`src/rtl/shadow_pkg.sv`:
```
package shadow_pkg;
  // number of attribute registers and their width
  localparam int ATTR_REGS = 7;
  localparam int ATTR_W    = 8;
  localparam int FIELD_W   = 4;
  localparam int IDX_W     = $clog2(ATTR_REGS);
  // top address bits inspected by the segment decode
  localparam int DEC_BITS  = 6;

  typedef enum logic [1:0] {
    ST_IDLE  = 2'd0,
    ST_ISSUE = 2'd1,
    ST_WAIT  = 2'd2,
    ST_RESP  = 2'd3
  } txn_state_e;
endpackage

```
`src/rtl/shadow_attr_bank.sv`:
```
module shadow_attr_bank
  import shadow_pkg::*;
(
  input  logic                        clk,
  input  logic                        rst_n,
  input  logic                        wr_en,
  input  logic [IDX_W-1:0]            idx,
  input  logic [ATTR_W-1:0]           wdata,
  output logic [ATTR_W-1:0]           rdata,
  output logic [ATTR_REGS*ATTR_W-1:0] attr_flat
);
  logic [ATTR_W-1:0] reg_q [ATTR_REGS];

  for (genvar g = 0; g < ATTR_REGS; g++) begin : g_reg
    always_ff @(posedge clk or negedge rst_n) begin
      if (!rst_n)
        reg_q[g] <= '0;
      else if (wr_en && (idx == IDX_W'(g)))
        reg_q[g] <= wdata;
    end
    assign attr_flat[g*ATTR_W +: ATTR_W] = reg_q[g];
  end

  always_comb begin
    rdata = '0;
    for (int i = 0; i < ATTR_REGS; i++)
      if (idx == IDX_W'(i)) rdata = reg_q[i];
  end
endmodule

```
`src/rtl/shadow_seg_decode.sv`:
```
module shadow_seg_decode
  import shadow_pkg::*;
(
  input  logic [DEC_BITS-1:0]         addr_hi,   // address bits [19:14]
  input  logic                        we,
  input  logic [ATTR_REGS*ATTR_W-1:0] attr_flat,
  output logic                        to_ram
);
  logic [ATTR_W-1:0]  regs [ATTR_REGS];
  logic               in_win;
  logic               top_seg;
  logic [IDX_W-1:0]   sel;
  logic [FIELD_W-1:0] field;

  for (genvar g = 0; g < ATTR_REGS; g++) begin : g_unpack
    assign regs[g] = attr_flat[g*ATTR_W +: ATTR_W];
  end

  assign in_win  = (addr_hi[5:4] == 2'b11);
  assign top_seg = (addr_hi[5:2] == 4'hF);

  always_comb begin
    sel = top_seg ? '0 : (IDX_W'(addr_hi[3:1]) + IDX_W'(1));
    if (top_seg)
      field = regs[0][ATTR_W-1 -: FIELD_W];
    else if (addr_hi[0])
      field = regs[sel][ATTR_W-1 -: FIELD_W];
    else
      field = regs[sel][FIELD_W-1:0];
    to_ram = in_win ? (we ? field[1] : field[0]) : 1'b1;
  end
endmodule

```
`src/rtl/shadow_txn_ctrl.sv`:
```
module shadow_txn_ctrl
  import shadow_pkg::*;
#(
  parameter int ADDR_W = 20,
  parameter int DATA_W = 32
) (
  input  logic              clk,
  input  logic              rst_n,
  input  logic              up_valid,
  output logic              up_ready,
  input  logic [ADDR_W-1:0] up_addr,
  input  logic              up_we,
  input  logic [DATA_W-1:0] up_wdata,
  input  logic              route_ram,
  output logic              up_rsp_valid,
  input  logic              up_rsp_ready,
  output logic [DATA_W-1:0] up_rsp_data,
  output logic [ADDR_W-1:0] dn_addr,
  output logic              dn_we,
  output logic [DATA_W-1:0] dn_wdata,
  output logic              ram_req_valid,
  input  logic              ram_req_ready,
  input  logic              ram_rsp_valid,
  input  logic [DATA_W-1:0] ram_rsp_data,
  output logic              pci_req_valid,
  input  logic              pci_req_ready,
  input  logic              pci_rsp_valid,
  input  logic [DATA_W-1:0] pci_rsp_data
);
  txn_state_e        state_q;
  logic [ADDR_W-1:0] addr_q;
  logic              we_q;
  logic [DATA_W-1:0] wdata_q;
  logic              ram_q;
  logic [DATA_W-1:0] rdata_q;
  logic              sel_ready;
  logic              sel_rsp_valid;
  logic [DATA_W-1:0] sel_rsp_data;

  assign sel_ready     = ram_q ? ram_req_ready : pci_req_ready;
  assign sel_rsp_valid = ram_q ? ram_rsp_valid : pci_rsp_valid;
  assign sel_rsp_data  = ram_q ? ram_rsp_data  : pci_rsp_data;

  always_ff @(posedge clk or negedge rst_n) begin
    if (!rst_n) begin
      state_q <= ST_IDLE;
      addr_q  <= '0;
      we_q    <= 1'b0;
      wdata_q <= '0;
      ram_q   <= 1'b0;
      rdata_q <= '0;
    end else begin
      unique case (state_q)
        ST_IDLE: if (up_valid) begin
          addr_q  <= up_addr;
          we_q    <= up_we;
          wdata_q <= up_wdata;
          ram_q   <= route_ram;   // target frozen at acceptance
          state_q <= ST_ISSUE;
        end
        ST_ISSUE: if (sel_ready) state_q <= we_q ? ST_IDLE : ST_WAIT;
        ST_WAIT: if (sel_rsp_valid) begin
          rdata_q <= sel_rsp_data;
          state_q <= ST_RESP;
        end
        ST_RESP: if (up_rsp_ready) state_q <= ST_IDLE;
        default: state_q <= ST_IDLE;
      endcase
    end
  end

  assign up_ready      = (state_q == ST_IDLE);
  assign ram_req_valid = (state_q == ST_ISSUE) &&  ram_q;
  assign pci_req_valid = (state_q == ST_ISSUE) && !ram_q;
  assign up_rsp_valid  = (state_q == ST_RESP);
  assign up_rsp_data   = rdata_q;
  assign dn_addr       = addr_q;
  assign dn_we         = we_q;
  assign dn_wdata      = wdata_q;
endmodule

```
`src/rtl/shadow_route_top.sv`:
```
module shadow_route_top
  import shadow_pkg::*;
#(
  parameter int ADDR_W = 20,
  parameter int DATA_W = 32
) (
  input  logic              clk,
  input  logic              rst_n,
  input  logic              cfg_wr_en,
  input  logic [2:0]        cfg_idx,
  input  logic [7:0]        cfg_wdata,
  output logic [7:0]        cfg_rdata,
  input  logic              up_valid,
  output logic              up_ready,
  input  logic [ADDR_W-1:0] up_addr,
  input  logic              up_we,
  input  logic [DATA_W-1:0] up_wdata,
  output logic              up_rsp_valid,
  input  logic              up_rsp_ready,
  output logic [DATA_W-1:0] up_rsp_data,
  output logic [ADDR_W-1:0] dn_addr,
  output logic              dn_we,
  output logic [DATA_W-1:0] dn_wdata,
  output logic              ram_req_valid,
  input  logic              ram_req_ready,
  input  logic              ram_rsp_valid,
  input  logic [DATA_W-1:0] ram_rsp_data,
  output logic              pci_req_valid,
  input  logic              pci_req_ready,
  input  logic              pci_rsp_valid,
  input  logic [DATA_W-1:0] pci_rsp_data
);
  logic [ATTR_REGS*ATTR_W-1:0] attr_flat;
  logic                        route_ram;

  shadow_attr_bank bank_i (
    .clk       (clk),
    .rst_n     (rst_n),
    .wr_en     (cfg_wr_en),
    .idx       (cfg_idx),
    .wdata     (cfg_wdata),
    .rdata     (cfg_rdata),
    .attr_flat (attr_flat)
  );

  shadow_seg_decode dec_i (
    .addr_hi   (up_addr[ADDR_W-1 -: DEC_BITS]),
    .we        (up_we),
    .attr_flat (attr_flat),
    .to_ram    (route_ram)
  );

  shadow_txn_ctrl #(.ADDR_W(ADDR_W), .DATA_W(DATA_W)) ctrl_i (
    .clk           (clk),
    .rst_n         (rst_n),
    .up_valid      (up_valid),
    .up_ready      (up_ready),
    .up_addr       (up_addr),
    .up_we         (up_we),
    .up_wdata      (up_wdata),
    .route_ram     (route_ram),
    .up_rsp_valid  (up_rsp_valid),
    .up_rsp_ready  (up_rsp_ready),
    .up_rsp_data   (up_rsp_data),
    .dn_addr       (dn_addr),
    .dn_we         (dn_we),
    .dn_wdata      (dn_wdata),
    .ram_req_valid (ram_req_valid),
    .ram_req_ready (ram_req_ready),
    .ram_rsp_valid (ram_rsp_valid),
    .ram_rsp_data  (ram_rsp_data),
    .pci_req_valid (pci_req_valid),
    .pci_req_ready (pci_req_ready),
    .pci_rsp_valid (pci_rsp_valid),
    .pci_rsp_data  (pci_rsp_data)
  );
endmodule

```
`config.mk`:
```
export PLATFORM = sky130hd
export DESIGN_NAME = shadow_route_top
export DESIGN_NICKNAME = d
export VERILOG_FILES = /design/src/rtl/shadow_pkg.sv /design/src/rtl/shadow_attr_bank.sv /design/src/rtl/shadow_seg_decode.sv /design/src/rtl/shadow_txn_ctrl.sv /design/src/rtl/shadow_route_top.sv
export SDC_FILE = /design/constraint.sdc
export NUM_CORES = 1
export LEC_CHECK = 0
export ABC_AREA = 1
export ABC_CLOCK_PERIOD_IN_PS = 1300
export BUFFER_PORTS_ARGS = -buffer_cell sky130_fd_sc_hd__buf_2
export CAP_MARGIN = 20
export CORE_MARGIN = 2
export CORE_UTILIZATION = 46
export DETAILED_ROUTE_END_ITERATION = 7
export PLACE_DENSITY = 0.78
export SYNTH_ARGS = -nofsm -noshare
export SYNTH_HDL_FRONTEND = slang
export SYNTH_HIERARCHICAL = 1
export SYNTH_SLANG_ARGS = --single-unit
```
`constraint.sdc`:
```
create_clock -name clk -period 1.3 [get_ports clk]
set_input_delay 0 -clock clk [delete_from_list [all_inputs] [get_ports clk]]
set_output_delay 0 -clock clk [all_outputs]
set_load 0.01 [all_outputs]
```
After elaboration in Yosys (flattened, before gate mapping) --
Cells that the tools add are included.
Word-level totals: register bits after elaboration 144, bits in latches 0, memory bits (writable) 0, memory bits (read-only) 0, input port bits 137, output and inout port bits 97, word-level logic and storage cells 70, memories kept 0
Cells by class: add/sub/neg operators 1, $mul 0, div/mod/pow operators 0, $lt $le $gt $ge 1, equality and inequality tests 15, shift operators 0, mux-type cells 24, bitwise logic cells 1, reductions and logical operators 15
Operators by type and width (count):
- 8-bit two-way mux | 7
- 32-bit two-way mux | 1
- 8-bit binary-select mux with 3-bit select | 1
- 2-bit two-way mux | 7
- 6-bit two-way mux | 2
- 3-bit equality test (second input constant) | 3
- 1-bit logical AND | 9
- 2-bit one-hot mux with 4 select lines | 1
- 2-bit equality test (second input constant) | 3
- 3-bit by 2-bit equality test with 1-bit output (second input constant) | 2
- 2-bit by 1-bit != test with 1-bit output (second input constant) | 3
- 4-bit equality test (second input constant) | 1
- 4-bit >= comparator (second input constant) | 1
- 1-bit two-way mux | 4
- 3-bit NOT with 4-bit output | 1
- 2-bit AND reduction | 2
- 4-bit AND reduction | 1
- 3-bit by 1-bit adder with 3-bit output (second input constant) | 1
- 3-bit by 1-bit equality test with 1-bit output (second input constant) | 1
- 3-bit zero test | 1
- 3-bit two-way mux | 1
- 2-bit by 1-bit equality test with 1-bit output (second input constant) | 1
- 2-bit zero test | 1
- 2-bit != test (second input constant) | 1
- 1-bit zero test | 1

Depth between registers and ports, before layout --
word-level depth 10, gate-level depth with buffers 15, mapped depth without buffers 15

Hierarchy --
Netlist, hierarchy kept.
Modules (own cells, without submodules):
- shadow_txn_ctrl | times used 1, cells an instance 386, area an instance 3833.7 um2, sequential area each 2202.1 um2
- shadow_attr_bank | times used 1, cells an instance 294, area an instance 2591.2 um2, sequential area each 1401.3 um2
- shadow_seg_decode | times used 1, cells an instance 104, area an instance 484.2 um2, sequential area each 0.0 um2

Worst setup path before layout --
No wires, ideal clock.
kind register -> register, start register (tool-made name), end register ctrl_i.addr_q[10] (netlist: ctrl_i/dn_addr[10]), setup time 0.125 ns, data arrival time 1.253 ns, required time 1.175 ns, path slack -0.078 ns, stages on the path, launching flop included 5, path buffers 1, period minus slack after synthesis 1.378 ns, path through dfrtp_1 -> nor2_2 -> nand2_2 -> buf_2 -> mux2_2
RTL lines:
- to (signal assigned) | line shadow_txn_ctrl.sv:55 | addr_q <= up_addr;
- to (decl) | line shadow_txn_ctrl.sv:31 | logic [ADDR_W-1:0] addr_q;

==> run_results.csv <==
group,metric,value,unit
layout,layout-drive-gt1-share,42.2,%
drt,final_antenna_net_count,0,
run_status,violations,"setup timing",
timing,slew_headroom,67.8,%
logic_synthesis,yosys-top-cells-area,"dfrtp_1 (52%), nand2_1 (14%), mux2_2 (8.6%)",
global_routing,antenna_found_initial,3,
timing,post-route-min-period,1.60,ns
die,coreArea,14600,um^2
drt,vias_per_cell,5.56,
die,start_util,47.4,%
cts,path_clk_slew,0.06,ns
logic_synthesis,synth.yosys.seq_area_share,52.2,%
min_path,whs_path_depth,3,
placement,gp_congestion,0.856,
setup_path,crit_path_end_kind,"flip-flop",
global_routing,grt_first_pass_wirelength,41200,um
setup_path,crit_slowest_cell,"dfrtp_2",
drt,first_pass_iters,6,
min_path,hp-class,"in -> reg",
setup_path,cp_slowest_stage_delay,0.40,ns
cts,clock_latency,0.44,ns
cts,cts_tree,"done",
placement,portBuffers,233,
logic_synthesis,postSynthAreaPerCell,8.81,um^2
logic_synthesis,synth_cell_type_count,30,
timing,whs,0.0544,ns
setup_path,worstPathMaxFanout,6,
cts,numCtsBuffers,17,
timing,setup_ws,-0.300,ns
timing,worstMarginPinSlew,0.483,ns
run,drv_cap,0,
layout,utilization,78.4,%
global_routing,grt_pass1_vias,7862,
power_and_ir_drop,vdd.ir_drop.worst,0.00131,V
die,io_pins,234,
die,die_x,127,um
global_routing,grt_max_degree,46,
setup_path,startpoint_type,"flip-flop",
timing,setup_tns,-20.75,ns
timing,setup_viol,100,
die,core.rowCount,44,
layout,num-nets-final,1345,
layout,final_area,11400,um^2
logic_synthesis,syn_inst,784,
setup_path,cp.buffers_inverters,5,
placement,dp_hpwl,13500,um
cts,clockBufferDepth,2,
layout,fillers,829,
timing,rsz0062_at_grt,"true",
global_routing,grt_overflow,0,
layout,seq_area,3610,um^2
setup_path,worstPathCellList,"buf_6, inv_4, nor2_4, a21boi_4, buf_6, buf_6, buf_12, nand2_4, o21ai_2",
logic_synthesis,synth_commonest_cells,"nand2_1 (255), dfrtp_1 (144), inv_1 (74), mux2_2 (53), o21ai_0 (49)",
cts,cts.sinks,144,
logic_synthesis,ys_async_sr_fraction,100,%
drt,num_vias,7836,
drt,wl,29500,um
logic_synthesis,ys_ff_latch,144,
power_and_ir_drop,p_total,22.8,mW
setup_path,crit_arrival,1.94,ns
power_and_ir_drop,power_per_cell_area,1990,nW/um^2
die,fp.dieH,127,um
setup_path,r2r_setup_slack,-0.30,ns
layout,area_growth,65.6,%
die,dieArea,16000,um^2
drt,detail_route.iter0.violations,691,
logic_synthesis,netlist_area,6910,um^2
drt,drc,0,
timing,final_max_slew_viol_count,0,
drt,wl_per_cell,20.9,um
timing,hold_viol,0,
logic_synthesis,synth_top_cell_by_area,"dfrtp_1",
setup_path,critPathKind,"reg -> reg",
setup_path,cp.depth,9,
setup_path,worst_path_dominant_cell_family,"buffers and inverters",
setup_path,cp.required,1.64,ns
setup_path,path_common_cell,"buf_6",
placement,placed_area,8460,um^2
timing,clock.fmax,0.625,GHz
cts,htree_levels,4,
cts,cts_root_buf,"clkbuf_16",
setup_path,reg2regPathDepth,9,
timing,finClkSkew,0.00637,ns
run_status,outcome,"complete, but fails checks",
timing,period_share,123,%
logic_synthesis,ys.flop_type,"dfrtp_1",
logic_synthesis,synth_edf_count,0,
power_and_ir_drop,p_leak,5.97,nW
logic_synthesis,yosys_warnings,6,
layout,multi_input_area,3250,um^2
logic_synthesis,yosysMostFrequentCell,"nand2_1",
logic_synthesis,syn_nets,922,
logic_synthesis,yosysTopAreaCellShare,52.2,%
global_routing,grt_usage,33.0,%
cell usage in the layout (no fill, tap or decap), types with 20 or more instances in the layout:
cell and count:
nor2_1 23, buf_4 42, clkbuf_16 20, buf_2 229, inv_1 71, nand2_4 33
dfrtp_1 142, o21ai_0 47, nand3_1 34, buf_6 21, dlygate4sd3_1 126, mux2_2 53
o21ai_2 33, nand2_1 221, nand4_1 21
cells by family after synthesis:
| family | synth area share (%) |
|---|---|
| fa+ha+maj | 0.181 |
| buf+inv | 7.59 |
| mux | 8.64 |
| compound gates | 7.90 |
| simple gates | 23.5 |
| flops | 52.2 |
layout make-up:
cell class,count,area share (%)
sequential,144,31.5
timing repair buffer,437,29.6
multi-input combinational,527,28.4
clock buffer,20,3.90
inverter,80,2.76
tap,184,2.01
clock inverter,12,1.60
antenna,6,0.131
flip-flops by register name (all words and copies together), names as in the netlist, named ones only:
name and flops:
ctrl_i/ram_q 1, ctrl_i/up_rsp_data 32, ctrl_i/dn_wdata 32, bank_i/attr_flat 56, ctrl_i/state_q 1, ctrl_i/dn_we 1, ctrl_i/dn_addr 20
routing by layer:
metal / vias to the layer above / track usage (%) / wire length (um)
li1: 3379 / - / -
met1: 3745 / 36.6 / 10200
met2: 520 / 57.0 / 14600
met3: 190 / 9.03 / 2520
met4: 2 / 18.8 / 2140
met5: - / 0 / 28
worst paths after layout:
path / start / endpoint
max: flip-flop / ctrl_i/up_rsp_data[12]
min: cfg_wr_en / bank_i/attr_flat[51]
max reg2reg: flip-flop / ctrl_i/up_rsp_data[12]
min reg2reg: bank_i/attr_flat[30] / bank_i/attr_flat[30]
max in group asynchronous: rst_n / asynchronous set/reset pin
min in group asynchronous: rst_n / ctrl_i/up_rsp_data[11]
repair_timing:
item                                    4_1_cts  5_1_grt
cloned                                        7        4
resized for setup                            65      106
endpoints found under the setup margin       48      100
hold buffers                                126        0
setup buffers                                21       13
pin swaps                                    16       15
hold endpoints to repair                    274        0
metrics by stage:
stage / std cells / worst slack, ns
6_report: 1410 / -0.300
3_3_place_gp: 1207 / -0.0938
3_5_place_dp: 1207 / -0.149
5_1_grt: 1406 / -0.337
4_1_cts: 1393 / -0.195
2_1_floorplan: 784 / 0.0143
worst reg2reg max path: stages, from the launching register on:
cell      delay [ns]
dfrtp_2         0.40
buf_6           0.12
inv_4           0.03
nor2_4          0.09
a21boi_4        0.28
buf_6           0.15
buf_6           0.14
buf_12          0.16
nand2_4         0.07
o21ai_2         0.08
power breakdown:
group	total, mW	switching [mW]	internal [mW]
sequential	7.48	1.25	6.23
combinational	9.99	5.49	4.50
clock	5.28	2.01	3.27
total	22.8	8.75	14.0
Note: power is estimated with default switching activity, not from simulation.
